==> src/rtl/vpd_pkg.sv <==
package vpd_pkg;
    typedef enum logic [1:0] {
        ST_MUTED = 2'd0,
        ST_VALID = 2'd1,
        ST_PROB  = 2'd2
    } vpd_state_e;
endpackage

==> src/rtl/vpd_period_meter.sv <==
module vpd_period_meter #(
    parameter int unsigned PER_MIN = 50,
    parameter int unsigned PER_MAX = 85
) (
    input  logic clk,
    input  logic rst_n,
    input  logic line_stb,
    output logic line_good,
    output logic line_bad
);
    localparam int CW = $clog2(PER_MAX + 1);

    logic [CW-1:0] cnt_q;
    logic          armed_q;

    always_ff @(posedge clk) begin
        if (!rst_n) begin
            cnt_q     <= '0;
            armed_q   <= 1'b0;
            line_good <= 1'b0;
            line_bad  <= 1'b0;
        end else begin
            line_good <= 1'b0;
            line_bad  <= 1'b0;
            if (line_stb) begin
                if (armed_q) begin
                    if (cnt_q >= CW'(PER_MIN)) line_good <= 1'b1;
                    else                       line_bad  <= 1'b1;
                end
                cnt_q   <= CW'(1);
                armed_q <= 1'b1;
            end else if (armed_q) begin
                if (cnt_q == CW'(PER_MAX)) begin
                    line_bad <= 1'b1;
                    armed_q  <= 1'b0;
                end else begin
                    cnt_q <= cnt_q + CW'(1);
                end
            end
        end
    end

    // a verdict is never both good and bad
    p_one_verdict_r2: assert property (@(posedge clk) disable iff (!rst_n)
        $onehot0({line_good, line_bad}));

    // the gap counter never runs past the window
    p_cnt_bound_r3: assert property (@(posedge clk) disable iff (!rst_n)
        cnt_q <= CW'(PER_MAX));
endmodule

==> src/rtl/vpd_run_counter.sv <==
module vpd_run_counter #(
    parameter int unsigned LOCK_LINES = 8
) (
    input  logic clk,
    input  logic rst_n,
    input  logic line_good,
    input  logic line_bad,
    input  logic clr,
    output logic lock_now
);
    localparam int RW = $clog2(LOCK_LINES + 1);

    logic [RW-1:0] run_q;

    always_ff @(posedge clk) begin
        if (!rst_n) begin
            run_q <= '0;
        end else if (clr || line_bad) begin
            run_q <= '0;
        end else if (line_good && run_q != RW'(LOCK_LINES)) begin
            run_q <= run_q + RW'(1);
        end
    end

    assign lock_now = line_good && (run_q == RW'(LOCK_LINES - 1));

    p_run_bound_r4: assert property (@(posedge clk) disable iff (!rst_n)
        run_q <= RW'(LOCK_LINES));

    p_bad_clears_r4: assert property (@(posedge clk) disable iff (!rst_n)
        line_bad |=> (run_q == '0));
endmodule

==> src/rtl/vpd_probation_timer.sv <==
module vpd_probation_timer #(
    parameter int unsigned PROB_CYC = 1000
) (
    input  logic clk,
    input  logic rst_n,
    input  logic run,
    output logic expired
);
    localparam int PW = $clog2(PROB_CYC + 1);

    logic [PW-1:0] cnt_q;

    always_ff @(posedge clk) begin
        if (!rst_n || !run) cnt_q <= '0;
        else if (!expired)  cnt_q <= cnt_q + PW'(1);
    end

    assign expired = run && (cnt_q == PW'(PROB_CYC - 1));

    p_timer_bound_r8: assert property (@(posedge clk) disable iff (!rst_n)
        cnt_q < PW'(PROB_CYC));
endmodule

==> src/rtl/vpd_presence_detector.sv <==
module vpd_presence_detector
    import vpd_pkg::*;
#(
    parameter int unsigned CLK_HZ      = 125_000_000,
    parameter int unsigned LINE_HZ_MIN = 11_700,
    parameter int unsigned LINE_HZ_MAX = 19_700,
    parameter int unsigned PROB_US     = 2_500,
    parameter int unsigned LOCK_LINES  = 8
) (
    input  logic       clk,
    input  logic       rst_n,
    input  logic       line_stb,
    output logic       mute,
    output logic [1:0] state
);
    localparam int unsigned PER_MIN  = CLK_HZ / LINE_HZ_MAX;
    localparam int unsigned PER_MAX  = CLK_HZ / LINE_HZ_MIN;
    localparam int unsigned PROB_CYC = (CLK_HZ / 1_000_000) * PROB_US;

    vpd_state_e state_q, state_d;
    logic line_good, line_bad, lock_now, expired, clr_run, mute_q;

    vpd_period_meter #(.PER_MIN(PER_MIN), .PER_MAX(PER_MAX)) u_meter (
        .clk(clk), .rst_n(rst_n), .line_stb(line_stb),
        .line_good(line_good), .line_bad(line_bad)
    );

    vpd_run_counter #(.LOCK_LINES(LOCK_LINES)) u_run (
        .clk(clk), .rst_n(rst_n), .line_good(line_good), .line_bad(line_bad),
        .clr(clr_run), .lock_now(lock_now)
    );

    vpd_probation_timer #(.PROB_CYC(PROB_CYC)) u_timer (
        .clk(clk), .rst_n(rst_n), .run(state_q == ST_PROB), .expired(expired)
    );

    // next-state logic
    always_comb begin
        state_d = state_q;
        clr_run = 1'b0;
        unique case (state_q)
            ST_MUTED: if (lock_now) state_d = ST_VALID;
            ST_VALID: if (line_bad) state_d = ST_PROB;
            ST_PROB: begin
                if (lock_now) begin
                    state_d = ST_VALID;
                end else if (expired) begin
                    state_d = ST_MUTED;
                    clr_run = 1'b1;
                end
            end
            default: state_d = ST_MUTED;
        endcase
    end

    // state register
    always_ff @(posedge clk) begin
        if (!rst_n) state_q <= ST_MUTED;
        else        state_q <= state_d;
    end

    // output register
    always_ff @(posedge clk) begin
        if (!rst_n) mute_q <= 1'b1;
        else        mute_q <= (state_q == ST_MUTED);
    end

    assign mute  = mute_q;
    assign state = state_q;

    p_live_probation_r6: assert property (@(posedge clk) disable iff (!rst_n)
        (state_q == ST_PROB) |-> !mute_q);

    p_enter_valid_r5: assert property (@(posedge clk) disable iff (!rst_n)
        $rose(state_q == ST_VALID) |-> $past(lock_now));

    p_expire_mutes_r8: assert property (@(posedge clk) disable iff (!rst_n)
        (state_q == ST_PROB && expired && !lock_now) |=> (state_q == ST_MUTED));

    p_no_skip_r7: assert property (@(posedge clk) disable iff (!rst_n)
        (state_q == ST_MUTED) |=> (state_q != ST_PROB));

    p_mute_lag_r9: assert property (@(posedge clk) disable iff (!rst_n)
        $rose(mute_q) |-> ($past(state_q) == ST_MUTED));
endmodule

==> config.mk <==
export PLATFORM = sky130hd
export DESIGN_NAME = vpd_presence_detector
export DESIGN_NICKNAME = d
export VERILOG_FILES = /design/src/rtl/vpd_pkg.sv /design/src/rtl/vpd_period_meter.sv /design/src/rtl/vpd_run_counter.sv /design/src/rtl/vpd_probation_timer.sv /design/src/rtl/vpd_presence_detector.sv
export SDC_FILE = /design/constraint.sdc
export NUM_CORES = 1
export LEC_CHECK = 0
export CELL_PAD_IN_SITES_DETAIL_PLACEMENT = 0
export CELL_PAD_IN_SITES_GLOBAL_PLACEMENT = 1
export CORE_ASPECT_RATIO = 0.6
export CORE_MARGIN = 1
export CORE_UTILIZATION = 46
export CTS_CLUSTER_DIAMETER = 60
export DETAILED_ROUTE_END_ITERATION = 8
export PLACE_DENSITY_LB_ADDON = 0.1
export SLEW_MARGIN = 20
export SYNTH_ARGS = -nofsm -noshare
export SYNTH_HDL_FRONTEND = slang
export SYNTH_SLANG_ARGS = --single-unit
==> constraint.sdc <==
create_clock -name clk -period 2.46 [get_ports clk]
set_input_delay 0.369 -clock clk [delete_from_list [all_inputs] [get_ports clk]]
set_output_delay 0.369 -clock clk [all_outputs]
set_load 0.02 [all_outputs]
==> results.ini, run 1 <==
[pwr]
p_per_area_mw_per_mm2=504
pwr-share-seq=0.601
switching_share=0.223
clkPwrFrac=0.375
switching_power_mw=0.262
combPwrFrac=0.024
internal_power_mw=0.911
p_leak_nw=0.707
peakVddDrop_mv=0.260

[detailed_routing]
drt_iter0_drc=101
wirelength_mm=4.36
avgRoutedWirePerCell_um=13.9
ant_nets=0
viasPerCell=5.63
route.detailed.drc=0
firstDrtPassIters=4
vias=1769

[die]
die_y_um=54.6
initial_core_util=0.499
fp-row-count=18
fp.dieArea_mm2=0.00490
io_pins=6
die_x_um=89.7
coreArea_mm2=0.00426

[logic_synthesis]
synthCells=243
synth_seq_cells=43
netlist_area_mm2=0.00212
yosysSeqAreaShare=0.405
synth_ff_type=dfxtp_1
synth_area_per_cell_um2=8.74
synth_area_leaders=dfxtp_1 41%, xor2_1 4.5%, nor2_1 4.1%, nand3_1 3.8%, a21oi_1 3.5%
yosysWarnings=0
synthArstFlopShare=0
synth_top_area_share=0.405
syn-num-nets=252
yosysTopAreaCell=dfxtp_1
yosys.cell_types.count=45
synth_edf_count=0

[run_status]
status=finished clean

[placed_design]
post_dp_cell_area_mm2=0.00224
dp.cells=306
place_ws_ns=0.478
place_congestion=0.839
dp_hpwl_mm=3.15
port_buffers=5

[grt]
antenna_found_initial=0
grt_pass1_wl_mm=7.12
track_usage=0.189
grt_overflow=0
grt_pass1_vias=1429
grt_max_degree=20

[worst_setup_path]
crit_path_max_incr_delay_ns=0.59
cp_top_family=simple AND/OR/NAND/NOR gates
rrSetupSlack_ns=0.44
crit_cells=5
arrival_ns=2.24
worstPathBufferInverterCount=0
cp_max_fo=6
timing.rr.start=u_timer.cnt_q[0]$_SDFFE_PP0N_
startpoint=u_timer.cnt_q[0]$_SDFFE_PP0N_
cp-endpoint=u_timer.cnt_q[18]$_SDFFE_PP0N_
path_class=reg2reg
worstPathRequired_ns=2.68
crit_slowest_cell=or4_4
reg2reg_depth=5
critPathLaunchType=register
worstPathCellList=ha_1 -> nand3_2 -> or4_4 -> or3_1 -> a21oi_1
r2r-end=u_timer.cnt_q[18]$_SDFFE_PP0N_
end_kind=register

[clock_network]
tritoncts=done
cts_max_level=2
clockBufferDepth=2
cts_num_sinks=43
numCtsBuffers=5
clk_pin_slew_ns=0.09
clk_latency_ns=0.29
root_buffer=clkbuf_8
holdBufCountCts=0
cts_resized=0
post_cts_buffers=0

[timing]
timing.hold.ws_ns=0.495
rsz0062_at_grt=no
slew_violations=0
clock_skew_ns=0.00977
max_freq_ghz=0.496
setup_ws_ns=0.443
final.setup.tns_ns=0
fin_crit_ns=2.02
setup_viol=0
tightest_slew_ns=0.574
relSlewSlack=0.614
hold_viol_final=0
fin_crit_sh=0.820

[layout]
drive_above_1_share=0.0669
final_area_mm2=0.00232
multi_input_area_mm2=0.00121
ff_latch_area_um2=861
nFillCells=393
syn_to_final_growth_pct=9.36
layout.cells.non_filler=314
fin_nets=262
diodes=0

[flow_run]
cap_violations=0

[min_path]
worstHoldPathType=reg2reg

## cell usage after synthesis (all sizes together), types with 4 or more instances
cell type	count
and4	4
and3	4
or4	6
nor3	6
inv	6
a21oi	15
o31ai	4
nor2b	4
o21ai	12
ha	6
o21a	4
dfxtp	43
nor2	23
nand2	16
xnor2	7
or3	7
nand3	17
nand4	9
a211oi	4
xor2	11
## sequential cells by signal (all words and copies together), names as in the netlist
name,cells
u_meter.armed_q,1
u_run.run_q,4
u_timer.cnt_q,19
u_meter.cnt_q,14
u_meter.line_bad,1
mute,1
u_meter.line_good,1
state,2
## routing by layer
| layer | vias up | global-route usage | share of wire |
|---|---|---|---|
| met3 | 2 | 0.0583 | 0.062 |
| met4 | 0 | 0.0246 | 0.0018 |
| met1 | 811 | 0.301 | 0.60 |
| met2 | 43 | 0.240 | 0.34 |
| met5 | - | 0 | 0 |
| li1 | 913 | - | - |
## cell type report
cell class / instances / share of cell area
clock buffer: 6 / 0.0312
clock inverter: 2 / 0.00539
sequential: 43 / 0.370
timing repair buffer: 8 / 0.0312
multi-input combinational: 189 / 0.520
tap: 60 / 0.0323
inverter: 6 / 0.00969
## stage by stage
stage | util | power [mW]
final | 0.546 | 1.17
after global routing | 0.546 | 1.23
after CTS | 0.546 | 1.19
after detailed placement | 0.526 | 0.749
after global placement | 0.526 | 0.749
after floorplan | - | 0.737
## cell families (layout without fill, tap and decap cells)
family / count (synthesis) / after routing / share of synthesized area
AO/OA/AOI/OAI: 44 / 44 / 0.126
XOR/XNOR: 18 / 18 / 0.0742
adder cells (fa/ha/maj): 6 / 6 / 0.0353
AND/OR/NAND/NOR: 120 / 120 / 0.328
buffers and inverters: 11 / 22 / 0.0265
flip-flops: 43 / 43 / 0.405
multiplexers: 1 / 1 / 0.00471
## placed cells by master (no fill, tap or decap), types with 3 or more instances in the layout
cell type | netlist | layout
o21ai_0 | 12 | 12
a21oi_1 | 15 | 15
nor2_1 | 23 | 23
nand4_1 | 9 | 9
or3_1 | 7 | 7
nor3_1 | 6 | 6
clkbuf_8 | 0 | 5
xor2_1 | 11 | 11
nand3_1 | 16 | 16
nand4b_1 | 3 | 3
dfxtp_1 | 43 | 43
and4_1 | 4 | 4
xnor2_1 | 7 | 7
o31ai_1 | 4 | 4
o21a_1 | 4 | 4
nor3b_1 | 3 | 3
nor2b_1 | 4 | 4
clkdlybuf4s50_1 | 0 | 5
nand2b_1 | 3 | 3
or4_1 | 5 | 5
nand2_1 | 16 | 16
buf_4 | 0 | 3
a211oi_1 | 4 | 4
inv_1 | 6 | 6
ha_1 | 6 | 6
## worst min path at each step
stage                              startpoint  slack [ns]                        endpoint  depth (start not counted)
2_1_floorplan  u_timer.cnt_q[18]$_SDFFE_PP0N_        0.45  u_timer.cnt_q[18]$_SDFFE_PP0N_                          2
3_3_place_gp   u_timer.cnt_q[18]$_SDFFE_PP0N_        0.48  u_timer.cnt_q[18]$_SDFFE_PP0N_                          2
3_5_place_dp            state[1]$_SDFFE_PN0P_        0.49                 mute$_SDFF_PN1_                          1
4_1_cts                 state[1]$_SDFFE_PN0P_        0.50                 mute$_SDFF_PN1_                          1
5_1_grt        u_meter.cnt_q[12]$_SDFFE_PP0P_        0.54  u_meter.cnt_q[12]$_SDFFE_PP0P_                          2
6_report                state[1]$_SDFFE_PN0P_        0.50                 mute$_SDFF_PN1_                          1
## power groups by stage
stage               clock, mW  combinational (mW)  sequential [mW]
floorplan                   0              0.0175            0.719
global placement            0              0.0279            0.721
CTS                     0.458              0.0280            0.705
global route            0.492              0.0308            0.706
detailed placement          0              0.0277            0.721
finish                  0.439              0.0283            0.705
(Power assumes the default switching activity.)
==> run 2: changes to the inputs <==
==> constraint.sdc (replaced) <==
create_clock -name clk -period 2 [get_ports clk]
set_input_delay 0.3 -clock clk [delete_from_list [all_inputs] [get_ports clk]]
set_output_delay 0.3 -clock clk [all_outputs]
set_load 0.02 [all_outputs]
==> run 2 against run 1 <==
  * Sequential cell count did not move
  * Sequential power rose by 23%
  * Routed wire length rose by 6.0%
  * Cell count rose by 2.9%
  * Clock-buffer cell count did not move
  * Utilization rose by 2.4 points
  * Largest cell class unchanged
  * Largest power group unchanged
  * Design area rose by 4.3%
  * Die area did not move
  * Combinational power rose by 38%
  * Global-route usage rose by 1.6 points
  * Maximum frequency rose by 7.5%
  * Via count rose by 2.7%
==> results.ini, run 2 (synthesized netlist as in run 1, its figures left out) <==
[run_status]
status=finished clean

[worst_setup_path]
reg2reg_depth=5  ; unchanged
worstPathRequired_ns=2.23  ; -0.45 ns
path_class=reg2reg
end_kind=register
timing.rr.start=u_timer.cnt_q[0]$_SDFFE_PP0N_
r2r-end=u_timer.cnt_q[18]$_SDFFE_PP0N_
cp_max_fo=5  ; -1
rrSetupSlack_ns=0.12  ; -0.32 ns
critPathLaunchType=register
arrival_ns=2.11  ; -0.13 ns
startpoint=u_timer.cnt_q[0]$_SDFFE_PP0N_

[layout]
syn_to_final_growth_pct=14.1
largest_reg_flops=19  ; unchanged
final_area_mm2=0.00242  ; +4.3%
fin_nets=271  ; +3.4%
max_flop_register=u_timer.cnt_q
mostFrequentLayoutCells=43 x dfxtp_1, 23 x nor2_1, 16 x nand2_1, 16 x nand3_1, 15 x a21oi_1
layout.cells.non_filler=323  ; +2.9%
layout_commonest_cell=dfxtp_1
largestRegisters=u_timer.cnt_q: 19 flops, u_meter.cnt_q: 14 flops, u_run.run_q: 4 flops
drive_above_1_share=0.103  ; +0.0357
diodes=0  ; unchanged

[timing]
hold_viol_final=0  ; unchanged
rsz0062_at_grt=no
fin_crit_sh=0.938  ; +0.118
relSlewSlack=0.627  ; +0.0127
final.setup.tns_ns=0  ; unchanged
fin_crit_ns=1.88  ; -0.141 ns
clock_skew_ns=0.00433  ; -0.00544 ns
setup_viol=0  ; unchanged
tightest_slew_ns=0.555  ; -0.0194 ns
slew_violations=0  ; unchanged
max_freq_ghz=0.533  ; +7.5%

[clock_network]
root_buffer=clkbuf_8
clk_latency_ns=0.29  ; about the same
tritoncts=done
clk_pin_slew_ns=0.08  ; about the same
clockBufferDepth=2  ; unchanged
cts_resized=0  ; unchanged
holdBufCountCts=0  ; unchanged
cts_num_sinks=43  ; unchanged
numCtsBuffers=5  ; unchanged
post_cts_buffers=0  ; unchanged
cts_max_level=2  ; unchanged

[detailed_routing]
vias=1816  ; +2.7%
wirelength_mm=4.62  ; +6.0%
firstDrtPassIters=4  ; unchanged
ant_nets=0  ; unchanged
drt_iter0_drc=137  ; +36%
avgRoutedWirePerCell_um=14.3  ; +3.1%
route.detailed.drc=0  ; unchanged
viasPerCell=5.62  ; -0.20%

[grt]
antenna_found_initial=0  ; unchanged
grt_overflow=0  ; unchanged
grt_pass1_vias=1499  ; +4.9%
track_usage=0.205  ; +0.0159
grt_pass1_wl_mm=7.69  ; +8.0%
grt_max_degree=14  ; -30%

[die]
fp-row-count=18  ; unchanged
die_y_um=54.6  ; unchanged
die_x_um=89.7  ; unchanged
coreArea_mm2=0.00426  ; unchanged
fp.dieArea_mm2=0.00490  ; unchanged
initial_core_util=0.499  ; unchanged
io_pins=6  ; unchanged

[placed_design]
dp_hpwl_mm=3.39  ; +7.6%
post_dp_cell_area_mm2=0.00231  ; +3.0%
dp.cells=315  ; +2.9%
port_buffers=5  ; unchanged
place_congestion=0.804  ; -4.2%

[pwr]
peakVddDrop_mv=0.296  ; +14%
p_leak_nw=0.773  ; +9.4%
p_per_area_mw_per_mm2=666  ; +32%

[min_path]
min_from=state[1]$_SDFFE_PN0P_
worstHoldPathType=reg2reg
holdPathEnd=mute$_SDFF_PN1_
min_path_cells=1  ; unchanged

[flow_run]
cap_violations=0  ; unchanged

[run 2: cell types whose count changed in the layout (fill, tap and decap cells not counted)]
cell	previous run	this run
buf_4	3	12
bufinv_16	0	1
clkbuf_1	1	0
clkbuf_8	5	6
clkinvlp_4	1	0
[run 2: metrics by stage]
step | power [mW] | util | worst slack, ns | hold WS (ns)
final | 1.61 | 0.569 | 0.124 | 0.495
after global routing | 1.66 | 0.569 | 0.0526 | 0.532
after CTS | 1.63 | 0.569 | 0.139 | 0.502
after detailed placement | 0.924 | 0.542 | 0.162 | 0.479
after global placement | 0.924 | 0.542 | 0.236 | 0.482
after floorplan | 0.906 | - | 0.187 | 0.424
[run 2: report_power, final]
| part | switching [mW] | internal, mW |
|---|---|---|
| Clock | 0.304 | 0.404 |
| Sequential | 0.00584 | 0.860 |
| Combinational | 0.0213 | 0.0177 |
[run 2: how the worst max path moves through the flow]
stage / end / slack, ns
2_1_floorplan: u_timer.cnt_q[18]$_SDFFE_PP0N_ / 0.19
3_3_place_gp: u_timer.cnt_q[18]$_SDFFE_PP0N_ / 0.24
3_5_place_dp: u_timer.cnt_q[18]$_SDFFE_PP0N_ / 0.16
4_1_cts: u_timer.cnt_q[18]$_SDFFE_PP0N_ / 0.14
5_1_grt: u_timer.cnt_q[18]$_SDFFE_PP0N_ / 0.05
6_report: u_timer.cnt_q[18]$_SDFFE_PP0N_ / 0.12
[run 2: worst max-delay path: stages (launching register included)]
cell and delay [ns]:
dfxtp_1 0.36, ha_1 0.24, nand3_2 0.13, or4_4 0.59, or3_1 0.36, a21oi_1 0.14
[run 2: final cells by class]
type | instances | area (µm²)
multi-input cells | 189 | 1210
clock inverters | 2 | 35.0
clock buffers | 6 | 82.6
inverters | 6 | 22.5
flip-flops and latches | 43 | 861
repair buffers | 17 | 140
well taps | 60 | 75.1
fillers | 364 | 1830
[run 2: routing by layer]
| metal | GRT usage | wire length [µm] | vias up |
|---|---|---|---|
| met5 | 0 | 0 | - |
| met3 | 0.0500 | 227 | 5 |
| li1 | - | - | 929 |
| met2 | 0.250 | 1610 | 45 |
| met4 | 0.0519 | 32 | 0 |
| met1 | 0.332 | 2760 | 837 |
